===== config.mk =====
export PLATFORM = sky130hd
export DESIGN_NAME = strobe_read_port
export DESIGN_NICKNAME = d
export VERILOG_FILES = /design/src/rtl/srp_pkg.sv /design/src/rtl/srp_sync.sv /design/src/rtl/srp_fsm.sv /design/src/rtl/srp_source.sv /design/src/rtl/strobe_read_port.sv
export SDC_FILE = /design/constraint.sdc
export NUM_CORES = 1
export LEC_CHECK = 0
export ABC_CLOCK_PERIOD_IN_PS = 2300
export BUFFER_PORTS_ARGS = -buffer_cell sky130_fd_sc_hd__buf_2
export CAP_MARGIN = 25
export CORE_UTILIZATION = 54
export DETAILED_ROUTE_END_ITERATION = 8
export PLACE_DENSITY = 0.82
export SETUP_SLACK_MARGIN = 0.3
export SLEW_MARGIN = 20
export SYNTH_ARGS = -nofsm -noshare
export SYNTH_HDL_FRONTEND = slang
export SYNTH_SLANG_ARGS = --single-unit

===== constraint.sdc =====
create_clock -name clk -period 2.3 [get_ports clk]
set_input_delay 0.23 -clock clk [delete_from_list [all_inputs] [get_ports clk]]
set_output_delay 0.23 -clock clk [all_outputs]
set_load 0.02 [all_outputs]

===== src/rtl/srp_pkg.sv =====
`timescale 1ns/1ps
package srp_pkg;
    typedef enum logic [1:0] {
        SRP_IDLE  = 2'd0,
        SRP_ARMED = 2'd1,
        SRP_FETCH = 2'd2,
        SRP_DRIVE = 2'd3
    } srp_state_t;
endpackage


===== src/rtl/srp_sync.sv =====
`timescale 1ns/1ps
module srp_sync #(
    parameter int          WIDTH   = 3,
    parameter logic [WIDTH-1:0] RST_VAL = '1
) (
    input  logic             clk,
    input  logic             rst_n,
    input  logic [WIDTH-1:0] async_in,
    output logic [WIDTH-1:0] sync_out
);
    logic [WIDTH-1:0] meta_q;

    for (genvar g = 0; g < WIDTH; g++) begin : g_bit
        always_ff @(posedge clk or negedge rst_n) begin
            if (!rst_n) begin
                meta_q[g]   <= RST_VAL[g];
                sync_out[g] <= RST_VAL[g];
            end else begin
                meta_q[g]   <= async_in[g];
                sync_out[g] <= meta_q[g];
            end
        end
    end
endmodule


===== src/rtl/srp_fsm.sv =====
`timescale 1ns/1ps
module srp_fsm
    import srp_pkg::*;
(
    input  logic clk,
    input  logic rst_n,
    input  logic cs_s,
    input  logic oe_s,
    output logic advance,
    output logic drive
);
    srp_state_t state_q, state_d;

    always_ff @(posedge clk or negedge rst_n) begin
        if (!rst_n) state_q <= SRP_IDLE;
        else        state_q <= state_d;
    end

    always_comb begin
        state_d = state_q;
        unique case (state_q)
            SRP_IDLE: begin
                if (!cs_s && oe_s) state_d = SRP_ARMED;
            end
            SRP_ARMED: begin
                if (cs_s)       state_d = SRP_IDLE;
                else if (!oe_s) state_d = SRP_FETCH;
            end
            SRP_FETCH, SRP_DRIVE: begin
                if (cs_s)      state_d = SRP_IDLE;
                else if (oe_s) state_d = SRP_ARMED;
                else           state_d = SRP_DRIVE;
            end
            default: state_d = SRP_IDLE;
        endcase
    end

    always_comb begin
        advance = 1'b0;
        drive   = 1'b0;
        unique case (state_q)
            SRP_FETCH: advance = 1'b1;
            SRP_DRIVE: drive   = 1'b1;
            default: ;
        endcase
    end

    AST_ADVANCE_SINGLE: assert property (@(posedge clk) disable iff (!rst_n)
        advance |=> !advance);

    AST_DRIVE_QUALIFIED: assert property (@(posedge clk) disable iff (!rst_n)
        drive |-> $past(!cs_s && !oe_s));

    AST_NO_READ_WHEN_DESELECTED: assert property (@(posedge clk) disable iff (!rst_n)
        (cs_s && !advance) |=> !advance);
endmodule


===== src/rtl/srp_source.sv =====
`timescale 1ns/1ps
module srp_source #(
    parameter int DATA_W = 16
) (
    input  logic              clk,
    input  logic              rst_n,
    input  logic              fifo_mode,
    input  logic              advance,
    input  logic              ptr_clr,
    input  logic [DATA_W-1:0] fifo_data,
    input  logic              fifo_empty,
    output logic              pop,
    output logic [DATA_W-1:0] word,
    output logic              underflow
);
    localparam logic [DATA_W-1:0] STEP = DATA_W'(1);

    logic [DATA_W-1:0] cnt_q;
    logic [DATA_W-1:0] cnt_inc;

    assign cnt_inc = cnt_q + STEP;
    assign pop     = advance && fifo_mode && !fifo_empty && !ptr_clr;

    always_ff @(posedge clk or negedge rst_n) begin
        if (!rst_n) begin
            cnt_q     <= '0;
            word      <= '0;
            underflow <= 1'b0;
        end else if (ptr_clr) begin
            cnt_q     <= '0;
            underflow <= 1'b0;
        end else if (advance) begin
            if (fifo_mode) begin
                if (fifo_empty) underflow <= 1'b1;
                else            word      <= fifo_data;
            end else begin
                cnt_q <= cnt_inc;
                word  <= cnt_inc;
            end
        end
    end

    AST_PTR_CLEAR: assert property (@(posedge clk) disable iff (!rst_n)
        ptr_clr |=> (cnt_q == '0 && !underflow));

    AST_UNDERFLOW_STICKY: assert property (@(posedge clk) disable iff (!rst_n)
        (underflow && !ptr_clr) |=> underflow);

    AST_WORD_HELD: assert property (@(posedge clk) disable iff (!rst_n)
        !advance |=> $stable(word));

    AST_NO_POP_EMPTY_FIFO: assert property (@(posedge clk) disable iff (!rst_n)
        (fifo_empty && !$past(pop)) |-> ##0 (!pop || !fifo_empty));
endmodule


===== src/rtl/strobe_read_port.sv =====
`timescale 1ns/1ps
module strobe_read_port #(
    parameter int DATA_W = 16
) (
    input  logic              clk,
    input  logic              rst_n,
    input  logic              fifo_mode,
    input  logic              host_cs_n,
    input  logic              host_oe_n,
    input  logic              host_rdrst_n,
    input  logic [DATA_W-1:0] fifo_rd_data,
    input  logic              fifo_empty,
    output logic              fifo_pop,
    output logic [DATA_W-1:0] bus_dout,
    output logic              bus_drive,
    output logic              underflow
);
    localparam int NSYNC = 3;

    logic [NSYNC-1:0] ctl_s;
    logic             cs_s, oe_s, rr_s;
    logic             advance;

    srp_sync #(.WIDTH(NSYNC), .RST_VAL('1)) u_sync (
        .clk      (clk),
        .rst_n    (rst_n),
        .async_in ({host_rdrst_n, host_oe_n, host_cs_n}),
        .sync_out (ctl_s)
    );

    assign cs_s = ctl_s[0];
    assign oe_s = ctl_s[1];
    assign rr_s = ctl_s[2];

    srp_fsm u_fsm (
        .clk     (clk),
        .rst_n   (rst_n),
        .cs_s    (cs_s),
        .oe_s    (oe_s),
        .advance (advance),
        .drive   (bus_drive)
    );

    srp_source #(.DATA_W(DATA_W)) u_src (
        .clk        (clk),
        .rst_n      (rst_n),
        .fifo_mode  (fifo_mode),
        .advance    (advance),
        .ptr_clr    (!rr_s),
        .fifo_data  (fifo_rd_data),
        .fifo_empty (fifo_empty),
        .pop        (fifo_pop),
        .word       (bus_dout),
        .underflow  (underflow)
    );

    AST_DATA_STABLE: assert property (@(posedge clk) disable iff (!rst_n)
        (bus_drive && $past(bus_drive)) |-> $stable(bus_dout));

    AST_POP_ONE_CYCLE: assert property (@(posedge clk) disable iff (!rst_n)
        fifo_pop |=> !fifo_pop);
endmodule


; ---- Word level (Yosys, flattened, before mapping)
; Cells that the tools add are included.
[op_classes]
shifts = 0
n_reduce_logical = 12
order_cmp = 0
n_bitwise = 0
muxes = 17
div = 0
n_eq_ne = 10
n_addsub = 1
n_mul = 0
[ops]
columns = op, n
row1 = 16-bit 2-to-1 mux, 5
row2 = 16-bit by 1-bit adder with 16-bit output (second input constant), 1
row3 = 2-bit 2-to-1 mux, 5
row4 = 2-bit != test (second input constant), 4
row5 = 1-bit 2-to-1 mux, 6
row6 = 2-bit one-hot mux with 3 select lines, 1
row7 = 3-bit AND reduction, 2
row8 = 2-bit equality test (second input constant), 2
row9 = 1-bit logical AND, 4
row10 = 2-bit by 1-bit != test with 1-bit output (second input constant), 2
row11 = 2-bit AND reduction, 2
row12 = 3-bit != test (second input constant), 1
row13 = 2-bit by 1-bit equality test with 1-bit output (second input constant), 1
row14 = 1-bit zero test, 2
row15 = 2-bit zero test, 1
row16 = 2-bit OR reduction, 1
[word_totals]
inputBits = 23
ff_bits = 41
latch_bits = 0
ramBits = 0
mem_count = 0
romBits = 0
output_inout_bits = 19
elab_cells = 50

; ---- Longest topological paths before layout
[logic_depth]
depth_word = 5
ltp_mapped = 7
depth_no_buf = 6

; ---- Modules after synthesis
; A second synthesis with hierarchy kept.
[unflattened]
hier_cells = 216
hier_area_um2 = 2040.7
[by_module_without_submodules]
columns = mod, area_each_um2, cells_each, seq_area_each_um2, n_inst
row1 = srp_source, 1791.7, 201, 825.8, 1
row2 = srp_sync, 157.7, 6, 157.7, 1
row3 = srp_fsm, 87.6, 8, 50.0, 1
row4 = strobe_read_port, 3.8, 1, 0.0, 1

; ---- Worst setup path before layout
; Ideal clock, no wire load.
[synth_timing]
kind = flip-flop to flip-flop
startpoint = register u_src.cnt_q[0]
endpoint = register u_src.word[12]
n_path_buf = 1
setup_ns = 0.132
path_stages_with_launch = 8
synth_period_minus_slack_ns = 1.582
setup_slack_ns = 0.718
arrival_ns = 1.450
required_ns = 2.168
cell_sequence = dfrtp_1 > ha_1 > and4_1 > buf_6 > and3_1 > xor2_1 > mux2i_1 > o21ai_1
[synth_between]
elab_chain_cells = 2
[synth_rtl]
columns = item, line
row1 = "start, declared", srp_source.sv:18  ; logic [DATA_W-1:0] cnt_q;
row2 = "start signal, assigned", srp_source.sv:37  ; cnt_q <= cnt_inc;
row3 = 16-bit by 1-bit adder with 16-bit output, srp_source.sv:21  ; assign cnt_inc = cnt_q + STEP;
row4 = 16-bit 2-to-1 mux, srp_source.sv:33  ; if (fifo_mode) begin
row5 = "end signal, assigned", srp_source.sv:35  ; else word <= fifo_data;
row6 = "end signal, assigned", srp_source.sv:38  ; word <= cnt_inc;
row7 = "end, declared", srp_source.sv:13  ; output logic [DATA_W-1:0] word,
; Every way passes these cells.
; A chain may end at the register's enable or synchronous reset.

; ---- Worst setup path after layout
[layout_timing]
startpoint = register u_src.cnt_q[0]
endpoint = register u_src.cnt_q[14]
[layout_between]
elab_chain_cells = 4
[layout_rtl]
columns = item, line
row1 = 16-bit by 1-bit adder with 16-bit output, srp_source.sv:21
row2 = 16-bit 2-to-1 mux, srp_source.sv:33
row3 = 16-bit 2-to-1 mux, srp_source.sv:32  ; end else if (advance) begin
row4 = 16-bit 2-to-1 mux, srp_source.sv:29  ; end else if (ptr_clr) begin
; Every way passes these cells. The select of a mux whose other input is x is not followed.

==> flow_summary_export.csv <==
group,metric,value,unit
run_status,status,"complete, no violations",
worst_hold_path,holdPathStages,1,
sta,final_max_slew_viol_count,0,
final_layout,antenna_cells,0,
routing,drc_errors,0,
floorplan,io_pins,42,
worst_setup_path,crit_type,"flip-flop to flip-flop",
sta,finClkSkew,8.261,ps
worst_setup_path,rrSetupSlack,490,ps
final_layout,syn2layout_area_growth,14.75,%
yosys,yosysTopAreaCell,"dfrtp_1",
routing,dr_total_vias,1572,
final_layout,fillers,306,
yosys,synth_fp_nets,231,
worst_hold_path,min_from,"host_oe_n",
clock_network,cts_tree,"done",
sta,whs,30.59,ps
power,peakVddDrop,0.0003537,V
final_layout,fin_util,65.20,%
routing,drtIter0Drc,139,
place,place.port_buffers,41,
clock_network,ctsHtreeMaxLevel,2,
floorplan,rows,22,
worst_setup_path,worst_r2r_path_depth,5,
place,place.gp.congestion,0.8343,
worst_setup_path,max_stage_delay,440,ps
final_layout,fin_nets,268,
floorplan,die_y,64.30,um
worst_setup_path,r2r_start,"u_src.cnt_q[0]",
yosys,synth_ff_type,"dfrtp_1",
grt,grt_max_degree,42,
routing,wirelength,3915,um
power,leakage,1.133,nW
yosys,yosysWarningCount,0,
worst_setup_path,r2r_end,"u_src.cnt_q[14]",
place,post-dp-hpwl,2714,um
grt,antenna_found_initial,0,
yosys,synth_seq_cells,41,
sta,worst_pin_slew,890.0,ps
grt,grt_pass1_wl,6658,um
final_layout,final_cell_mix,"buf_2 (41), dfrtp_1 (35), nand2_1 (29)",
clock_network,root_buffer,"clkbuf_8",
grt,track_usage,21.48,%
floorplan,dieWidth,64.30,um
sta,fmax,551.4,MHz
yosys,ys_types,42,
routing,wl_per_cell,13.36,um
clock_network,cts_setup_buffers,0,
sta,finalSetupViolCount,0,
clock_network,cts_buffer_depth,2,
yosys,synthTopCellsByArea,"dfrtp_1 (42%), dfstp_2 (7.5%), xnor2_1 (6.7%)",
yosys,avgSynthCellArea,10.12,um^2
floorplan,start_util,56.82,%
yosys,synthArstFlopShare,100.0,%
grt,first_global_vias,1439,
yosys,synth_cells,207,
worst_setup_path,crit_path_end_kind,"flip-flop",
worst_setup_path,cp_slowest_cell,"dfrtp_1",
yosys,ys_seq_area_share,49.31,%
sta,finalHoldViolations,0,
yosys,synth_top_area_share,41.79,%
worst_setup_path,arrival,2040,ps
sta,relSlewSlack,40.67,%
run,maxCapViolations,0,
worst_setup_path,path_max_fanout,6,
yosys,synth_edf_count,0,
clock_network,numCtsBuffers,5,
yosys,syn_area,0.002096,mm^2
final_layout,drive_above_1_share,26.94,%
sta,rsz0062_at_grt,"false",
clock_network,cts.hold.buffers_added,0,
clock_network,insertion_delay,300,ps
worst_setup_path,crit_chain,"ha_1 -> and4_1 -> nand4_2 -> or3_1 -> a21boi_1",
routing,via_per_inst,5.365,
worst_setup_path,startpoint_type,"flip-flop",
routing,dr.pass1.iters,4,
sta,finalSetupTns,0,ps
grt,grt_overflow,0,
clock_network,post_cts_resized,0,
worst_setup_path,worstPathRequired,2520,ps
sta,min_period,1814,ps
worst_hold_path,hold_path_end,"u_sync.meta_q[1]",
sta,finalCritPeriodShare,78.85,%
final_layout,final_common_cell,"buf_2",
power,powerDensity,652.8,mW/mm^2
floorplan,fp.dieArea,0.004134,mm^2
clock_network,cts.sinks,41,
routing,postRouteAntennaNets,0,
floorplan,design.core.area,0.003689,mm^2
worst_hold_path,hold_path_class,"primary input to flip-flop",
clock_network,clk_pin_slew,70,ps
==> logic make-up (layout without fill, tap and decap cells) <==
| family | count (synthesis) | in the layout | synth area share (%) |
|---|---|---|---|
| adder cells (fa/ha/maj) | 1 | 1 | 0.5969 |
| buffers and inverters | 13 | 51 | 2.925 |
| AND/OR/NAND/NOR | 88 | 88 | 23.46 |
| XOR/XNOR | 25 | 25 | 10.45 |
| multiplexers | 6 | 6 | 2.866 |
| AO/OA/AOI/OAI | 33 | 33 | 10.39 |
| flip-flops | 41 | 41 | 49.31 |
==> synth_stat cells (2+ instances only) <==
cell       n
mux2i_1    6
or2_2      3
or3_1      2
dfrtp_1   35
o21ai_0    7
and4_1     3
a21oi_1    5
and2_1    14
buf_2      4
and3_1     3
nor2_1    10
a21boi_1   2
xor2_1     9
nand3_1    6
nand2_1   29
nand4_1    4
dfstp_2    6
nor2b_1    4
clkbuf_1   8
o21ai_1    5
o221ai_1   4
nor3_2     2
xnor2_1   16
a21o_1     2
==> critical path, delay by kind of cell, from the launching register on <==
family / cells / cell delay (ps)
DFF: 1 / 440
adders and majority gates: 1 / 250
AOI/OAI and AO/OA: 1 / 140
and+or+nand+nor: 3 / 910
==> sequential cells by signal, indices dropped and copies added (netlist names) <==
signal / cells
u_fsm.state_q: 2
u_src.cnt_q: 16
u_src.underflow: 1
u_src.word: 16
u_sync.meta_q: 3
u_sync.sync_out: 3
==> worst max path at each step <==
stage,startpoint,end,slack [ps],depth (start not counted)
floorplan,u_src.cnt_q[0],u_src.word[12],720,7
global placement,fifo_mode,u_src.word[5],500,3
CTS,u_src.cnt_q[0],u_src.cnt_q[14],480,5
global route,u_src.cnt_q[0],u_src.cnt_q[14],350,5
detailed placement,fifo_mode,u_src.word[6],470,3
finish,u_src.cnt_q[0],u_src.cnt_q[14],490,5
==> stage by stage <==
stage               cells  setup slack (ps)  area, um^2  total power [W]
finish                293             486.4        2405         0.001570
floorplan             207             718.1        2096        0.0009974
global placement      285             497.0        2315         0.001100
CTS                   293             477.8        2405         0.001588
global route          293             345.0        2405         0.001648
detailed placement    285             472.3        2315         0.001110
==> power breakdown <==
group	total (W)	internal, W	switching [W]
clock network	0.000476	0.000244	0.000231
logic	0.000268	0.0000970	0.000171
registers	0.000826	0.000793	0.0000334
total	0.00157	0.00113	0.000436
==> layout make-up <==
| type | count | area, um^2 | share of cell area, % |
|---|---|---|---|
| clock buffers | 8 | 90.09 | 3.746 |
| well taps | 48 | 60.06 | 2.497 |
| repair buffers | 43 | 220.2 | 9.157 |
| flip-flops and latches | 41 | 1033 | 42.98 |
| multi-input cells | 153 | 1001 | 41.62 |
==> per-layer routing <==
metal / GRT usage, % / part of all wire (%)
met1: 28.47 / 48
met2: 32.50 / 46
met3: 5.893 / 4.2
met4: 10.00 / 2.0
met5: 0 / 0
No activity file was read; power rests on OpenSTA's default activity.
